<file path="src/rtl/burst_colgen_pkg.sv">
package burst_colgen_pkg;
    localparam int OFF_W = 3;

    localparam logic [2:0] BLC_2    = 3'd1;
    localparam logic [2:0] BLC_4    = 3'd2;
    localparam logic [2:0] BLC_8    = 3'd3;
    localparam logic [2:0] BLC_PAGE = 3'd7;

    typedef struct packed {
        logic             ok;
        logic             full;
        logic [OFF_W-1:0] mask;
    } bl_dec_t;
endpackage

</file>
<file path="src/rtl/burst_colgen_decode.sv">
module burst_colgen_decode
    import burst_colgen_pkg::*;
(
    input  logic [2:0] bl_code_i,
    input  logic       ilv_i,
    output bl_dec_t    dec_o
);
    always_comb begin
        dec_o = '{ok: 1'b0, full: 1'b0, mask: '0};
        case (bl_code_i)
            BLC_2:    dec_o = '{ok: 1'b1, full: 1'b0, mask: 3'b001};
            BLC_4:    dec_o = '{ok: 1'b1, full: 1'b0, mask: 3'b011};
            BLC_8:    dec_o = '{ok: 1'b1, full: 1'b0, mask: 3'b111};
            BLC_PAGE: dec_o = '{ok: !ilv_i, full: 1'b1, mask: 3'b000};
            default:  dec_o = '{ok: 1'b0, full: 1'b0, mask: '0};
        endcase
    end
endmodule

</file>
<file path="src/rtl/burst_colgen_offset.sv">
module burst_colgen_offset
    import burst_colgen_pkg::*;
#(
    parameter int COL_W = 10
) (
    input  logic [COL_W-1:0] base_i,
    input  logic [OFF_W-1:0] beat_i,
    input  logic [OFF_W-1:0] mask_i,
    input  logic             ilv_i,
    output logic [COL_W-1:0] col_o
);
    logic [OFF_W-1:0] start_off;
    logic [OFF_W-1:0] off;

    assign start_off = base_i[OFF_W-1:0];
    assign off = ilv_i ? (start_off ^ beat_i) : (start_off + beat_i);

    for (genvar i = 0; i < COL_W; i++) begin : g_bit
        if (i < OFF_W) begin : g_win
            assign col_o[i] = mask_i[i] ? off[i] : base_i[i];
        end else begin : g_hi
            assign col_o[i] = base_i[i];
        end
    end
endmodule

</file>
<file path="src/rtl/burst_colgen.sv">
module burst_colgen
    import burst_colgen_pkg::*;
#(
    parameter int COL_W = 10
) (
    input  logic             clk,
    input  logic             rst_n,
    input  logic             start_i,
    input  logic [COL_W-1:0] start_col_i,
    input  logic [2:0]       bl_code_i,
    input  logic             ilv_i,
    input  logic             adv_i,
    input  logic             stop_i,
    output logic [COL_W-1:0] col_o,
    output logic             valid_o,
    output logic             last_o,
    output logic             err_o
);
    typedef struct packed {
        logic             valid;
        logic             last;
        logic             err;
        logic             full;
        logic             ilv;
        logic [OFF_W-1:0] mask;
        logic [OFF_W-1:0] beat;
        logic [COL_W-1:0] base;
        logic [COL_W-1:0] col;
    } state_t;

    state_t           st_d, st_q;
    bl_dec_t          dec;
    logic [OFF_W-1:0] beat_nx;
    logic [COL_W-1:0] win_col;

    burst_colgen_decode u_dec (
        .bl_code_i (bl_code_i),
        .ilv_i     (ilv_i),
        .dec_o     (dec)
    );

    assign beat_nx = st_q.beat + 1'b1;

    burst_colgen_offset #(.COL_W(COL_W)) u_off (
        .base_i (st_q.base),
        .beat_i (beat_nx),
        .mask_i (st_q.mask),
        .ilv_i  (st_q.ilv),
        .col_o  (win_col)
    );

    always_comb begin
        st_d = st_q;
        if (start_i) begin
            st_d.err   = !dec.ok;
            st_d.valid = dec.ok;
            st_d.last  = 1'b0;
            st_d.full  = dec.full;
            st_d.ilv   = ilv_i;
            st_d.mask  = dec.mask;
            st_d.beat  = '0;
            st_d.base  = start_col_i;
            st_d.col   = start_col_i;
        end else if (st_q.valid) begin
            if (st_q.full) begin
                if (stop_i) begin
                    st_d.valid = 1'b0;
                end else if (adv_i) begin
                    st_d.col = st_q.col + 1'b1;
                end
            end else if (adv_i) begin
                if (st_q.last) begin
                    st_d.valid = 1'b0;
                    st_d.last  = 1'b0;
                end else begin
                    st_d.beat = beat_nx;
                    st_d.col  = win_col;
                    st_d.last = (beat_nx == st_q.mask);
                end
            end
        end
    end

    always_ff @(posedge clk) begin
        if (!rst_n) begin
            st_q <= '0;
        end else begin
            st_q <= st_d;
        end
    end

    assign col_o   = st_q.col;
    assign valid_o = st_q.valid;
    assign last_o  = st_q.last;
    assign err_o   = st_q.err;
endmodule

</file>
<file path="config.mk">
export PLATFORM = sky130hd
export DESIGN_NAME = burst_colgen
export DESIGN_NICKNAME = d
export VERILOG_FILES = /design/src/rtl/burst_colgen_pkg.sv /design/src/rtl/burst_colgen_decode.sv /design/src/rtl/burst_colgen_offset.sv /design/src/rtl/burst_colgen.sv
export SDC_FILE = /design/constraint.sdc
export NUM_CORES = 1
export LEC_CHECK = 0
export ABC_CLOCK_PERIOD_IN_PS = 3030
export CORE_AREA = 2 2 73 47
export DETAILED_ROUTE_END_ITERATION = 8
export DIE_AREA = 0 0 75 49
export DONT_BUFFER_PORTS = 1
export GPL_TIMING_DRIVEN = 0
export HOLD_SLACK_MARGIN = 0.06
export PLACE_DENSITY = 0.76
export SYNTH_ARGS = -nofsm -noshare
export SYNTH_HDL_FRONTEND = slang
export SYNTH_SLANG_ARGS = --single-unit
</file>
<file path="constraint.sdc">
create_clock -name clk -period 3.03 [get_ports clk]
set_input_delay 0.1515 -clock clk [delete_from_list [all_inputs] [get_ports clk]]
set_output_delay 0.1515 -clock clk [all_outputs]
set_load 0.01 [all_outputs]
</file>
# == After elaboration in Yosys (flattened, before gate mapping) ==
# Index checks and enable logic that the tools add are counted.
# classes
eq_ne,7
n_mux,20
reduce_logical,9
n_bitwise,4
addsub,3
# ops
cell,n
10-bit two-way mux,7
5-bit case mux with 4 select lines,1
"10-bit by 1-bit adder with 10-bit output, second input constant",1
1-bit two-way mux,8
"3-bit by 2-bit equality test with 1-bit output, second input constant",2
2-bit two-way mux,3
"3-bit != test, second input constant",2
3-bit nonzero test,2
5-bit AND reduction,1
4-bit AND reduction,1
"3-bit by 1-bit adder with 3-bit output, second input constant",1
3-bit adder,1
"3-bit by 1-bit equality test with 1-bit output, second input constant",1
3-bit equality test,1
"3-bit equality test, second input constant",1
3-bit two-way mux,1
1-bit inverter,3
3-bit AND reduction,1
3-bit bitwise XOR,1
1-bit zero test,2
2-bit nonzero test,1
2-bit OR reduction,1
# word_totals
wordCells,52
input_bits,19
reg_bits,31
out_inout_bits,13

# == Longest topological paths before layout ==
# depth
word_depth,9
mapped_depth,9
depth_no_buf,9

# == Hierarchy ==
# From an unflattened synthesis, not the netlist that was laid out.
# hier_totals
cells_unflattened,212
hier_area_um2,1803.0
# modules_own_cells
mod,area_per_inst_um2,seq_area_each_um2,cells_per_inst,instances
burst_colgen,1602.8,620.6,184,1
burst_colgen_offset,165.2,0.0,21,1
burst_colgen_decode,35.0,0.0,7,1

# == Worst setup path before layout ==
# Ideal clock, no wire load.
# synth_path
path_kind,reg2reg
startpoint,register st_q[20] (netlist bit)
endpoint,register st_q (netlist bit col_o[2])
synth_period_minus_slack_ps,2110
required_time_ps,2908
setup_ps,122
setup_slack_ps,920
t_arrival_ps,1988
path_stages_with_launch,9
path_cell_list,dfxtp_1 -> ha_1 -> inv_1 -> fa_1 -> or3b_2 -> mux2i_1 -> xor2_1 -> o21ai_0 -> o22ai_1
# synth_between
elab_chain_len,9
word_cells_on_any_way,10
# synth_rtl
item,line,text
from (decl),burst_colgen.sv:31,"state_t st_d, st_q;"
from (signal assigned),burst_colgen.sv:88,st_q <= st_d;
3-bit by 1-bit adder with 3-bit output,burst_colgen.sv:42,assign beat_nx = st_q.beat + 1'b1;
net beat_nx[1],burst_colgen.sv:33,logic [OFF_W-1:0] beat_nx;
3-bit adder,burst_colgen_offset.sv:16,assign off = ilv_i ? (start_off ^ beat_i) : (start_off + beat_i);
3-bit two-way mux,burst_colgen_offset.sv:16,
1-bit two-way mux,burst_colgen_offset.sv:20,assign col_o[i] = mask_i[i] ? off[i] : base_i[i];
10-bit two-way mux,burst_colgen.sv:72,if (st_q.last) begin
10-bit two-way mux,burst_colgen.sv:71,end else if (adv_i) begin
10-bit two-way mux,burst_colgen.sv:65,if (st_q.full) begin
10-bit two-way mux,burst_colgen.sv:64,end else if (st_q.valid) begin
10-bit two-way mux,burst_colgen.sv:54,if (start_i) begin
# The timed path passes the listed nets, and every way through them passes these cells. The select of a mux whose other input is x is not followed.
# A chain may end at the register's enable or synchronous reset.

# == Worst setup path in the final report ==
# Ends and elaborated chain as after synthesis.

==> reports/metrics.cfg <==
[run_status]
outcome = completed

[power]
intPower_mw = 0.697
seqPwrFrac_pct = 48.2
pwr_density_cell_nw_per_um2 = 473
p_switching_mw = 0.248
sw_frac_of_total_pct = 26.3
p_clk_share_pct = 38.6
peakVddDrop_mv = 0.311
combinationalPowerShare_pct = 13.3
p_leak_nw = 0.804

[worst_setup_path]
r2r_start = st_q[20]
path_cells = ha_1, inv_1, fa_1, or3b_2, mux2i_1, xor2_1, o21ai_0, o22ai_1
endpoint_kind = register
crit_buf_inv = 1
r2r_slack_ns = 0.68
critPathLaunchType = register
slowest_stage = or3b_2
timing.rr.end = col_o[2]
required_ns = 3.25
arrival_ns = 2.57
path_max_fanout = 4
cp_top_family = adder cells
reg2reg_depth = 8
crit_path_max_incr_delay_ns = 0.45
critical_path_class = reg2reg

[timing]
worst_slack_ns = 0.685
relSlewSlack_pct = 57.0
tns_ns = 0
slew_violations = 0
setup_viol = 0
hold_viol_final = 0
hold_slack_ns = 0.0638
tightestPinTransition_ns = 0.642
final.min_clock_period_ns = 2.35
rsz0062_at_grt = no
worst_clock_skew_ns = 0.00500
clock.fmax_mhz = 426
period_share_pct = 77.4

[die]
pin_count = 32
die_x_um = 75
die_h_um = 49
std_cell_rows = 16
initial_core_util_pct = 56.1
die-area_um2 = 3680
core-area_um2 = 3060

[global_routing]
overflow = 0
grt_max_degree = 11
grt_pass1_vias = 1544
antenna_found_initial = 0
grt_pass1_wl_mm = 7.41
grt_usage_pct = 27.3

[routing]
viasPerCell = 5.87
wl_met1_mm = 1.95
highest_layer = met4
drtIter0Drc = 115
vias = 1566
ant_nets = 0
drt-wirelength-per-cell_um = 16.4
drc = 0
drtPass1Iterations = 5
routed-wl-met2_mm = 1.95
wl_met3_um = 400
wl_mm = 4.38

[yosys]
synth.distinct_cells = 41
syn_inst = 202
synth_area_um2 = 1720
synth.net_count = 226
ys_seq_area_share_pct = 36.1
ys_ff_latch = 31
synth_ff_type = dfxtp_1
ys_warn_count = 0
synth-async-reset-ratio_pct = 0
post-synth-top-count-cell = dfxtp_1
avgSynthCellArea_um2 = 8.51
synth_top_cell_area_share_pct = 36.1
synthTopCellsByCount = 31 x dfxtp_1, 19 x a21oi_1, 19 x nand2_1, 19 x nor2_1, 14 x o21ai_0
ys_top_cells_by_area = dfxtp_1 36%, mux2i_1 7.6%, a21oi_1 5.5%
synth_edf_count = 0
yosys.area.top_type = dfxtp_1

[clock_network]
cts_resized = 0
htreeDepth = 2
cts_tree = built
cts_root_buf = clkbuf_8
post_cts_buffers = 0
cts.sinks = 31
path_clk_slew_ns = 0.07
cts_inserted_buffers = 5
cts.path.max_buffers = 2
clock_latency_ns = 0.29

[worst_hold_path]
hold_path_startpoint = start_col_i[3]
hp-class = in2reg
holdPathStages = 2
hold-path-endpoint = col_o[3]

[layout]
drive_above_1_share_pct = 13.5
diodes = 0
area_growth_pct = 16.1
final_area_um2 = 2000
fin_util_pct = 65.2
final_nets = 245

[placed_design]
dp_slack_ns = 0.717
place_congestion = 0.840
port_buffers = 0
place_area_um2 = 1780
hpwlAfterDp_mm = 3.09

[run]
drv_cap = 0

## worst max path at each step
stage	slack [ns]	start	cells after the start	endpoint
2_1_floorplan	0.92	st_q[20]	8	col_o[2]
3_3_place_gp	0.77	st_q[20]	8	col_o[2]
3_5_place_dp	0.72	st_q[20]	8	col_o[2]
4_1_cts	0.69	st_q[20]	8	col_o[2]
5_1_grt	0.55	st_q[20]	8	col_o[2]
6_report	0.68	st_q[20]	8	col_o[2]
## final cells by class
cell class / count / area, um^2
Buffer: 19 / 120
Clock buffer: 8 / 100
Fill cell: 259 / 1070
Inverter: 7 / 26.3
Multi-Input combinational cell: 145 / 952
Timing Repair Buffer: 12 / 120
Sequential cell: 31 / 621
Tap cell: 45 / 56.3
## per-layer routing
metal,vias up,GRT usage (%)
li1,740,-
met1,745,36.9
met2,71,40.5
met3,10,11.0
met4,0,6.85
met5,-,0
## logic make-up (layout without fill, tap and decap cells)
family | Yosys count | in the layout | share of synthesized area [%]
adder cells (fa/ha/maj) | 5 | 5 | 4.08
flip-flops | 31 | 31 | 36.1
multiplexers | 14 | 14 | 8.22
AO/OA/AOI/OAI | 49 | 49 | 17.3
AND/OR/NAND/NOR | 65 | 65 | 19.7
buffers and inverters | 26 | 46 | 8.52
XOR/XNOR | 12 | 12 | 6.11
## registers in the layout, summed over array words and instances (netlist names)
| register | flops |
|---|---|
| err_o | 1 |
| last_o | 1 |
| valid_o | 1 |
| st_q | 18 |
| col_o | 10 |
## power groups by stage
stage	combinational (mW)	sequential, mW	clock [mW]
global route	0.140	0.458	0.390
detailed placement	0.111	0.463	0
CTS	0.125	0.454	0.364
floorplan	0.0899	0.456	0
finish	0.125	0.455	0.364
global placement	0.106	0.461	0
## timing repair
action | in CTS | in global routing
hold buffers | 12 | 0
hold endpoints to repair | 16 | 0
setup endpoints to repair | 0 | 0
## worst register-to-register path, delay by kind of cell, from the launching register on
kind,cells,cell delay (ns)
AO/OA/AOI/OAI,2,0.21
XOR/XNOR,1,0.17
adder cells (fa/ha/maj),2,0.80
buffers and inverters,1,0.09
flip-flops,1,0.35
multiplexers,1,0.21
AND/OR/NAND/NOR,1,0.45
## per-stage QoR
stage                     total power [mW]  std cells
final                                0.945        267
after global routing                 0.987        267
after CTS                            0.943        267
after detailed placement             0.574        247
after global placement               0.567        247
after floorplan                      0.546        202
## cell usage in the layout (no fill, tap or decap), types with 3 or more instances in the layout
master         netlist  routed
xnor2_1              5       5
dlygate4sd3_1        0      12
buf_2                3       3
mux2i_1             13      13
nand4_1              3       3
a21oi_1             19      19
nand3_1              6       6
clkbuf_8             0       7
nor3_2               3       3
buf_4               10      10
xor2_1               7       7
ha_1                 4       4
nor2_1              19      19
o21ai_0             14      14
and3_1               3       3
inv_1                5       5
a221oi_1             3       3
clkbuf_1             5       6
nand2_1             19      19
dfxtp_1             31      31
(Power assumes the default switching activity.)
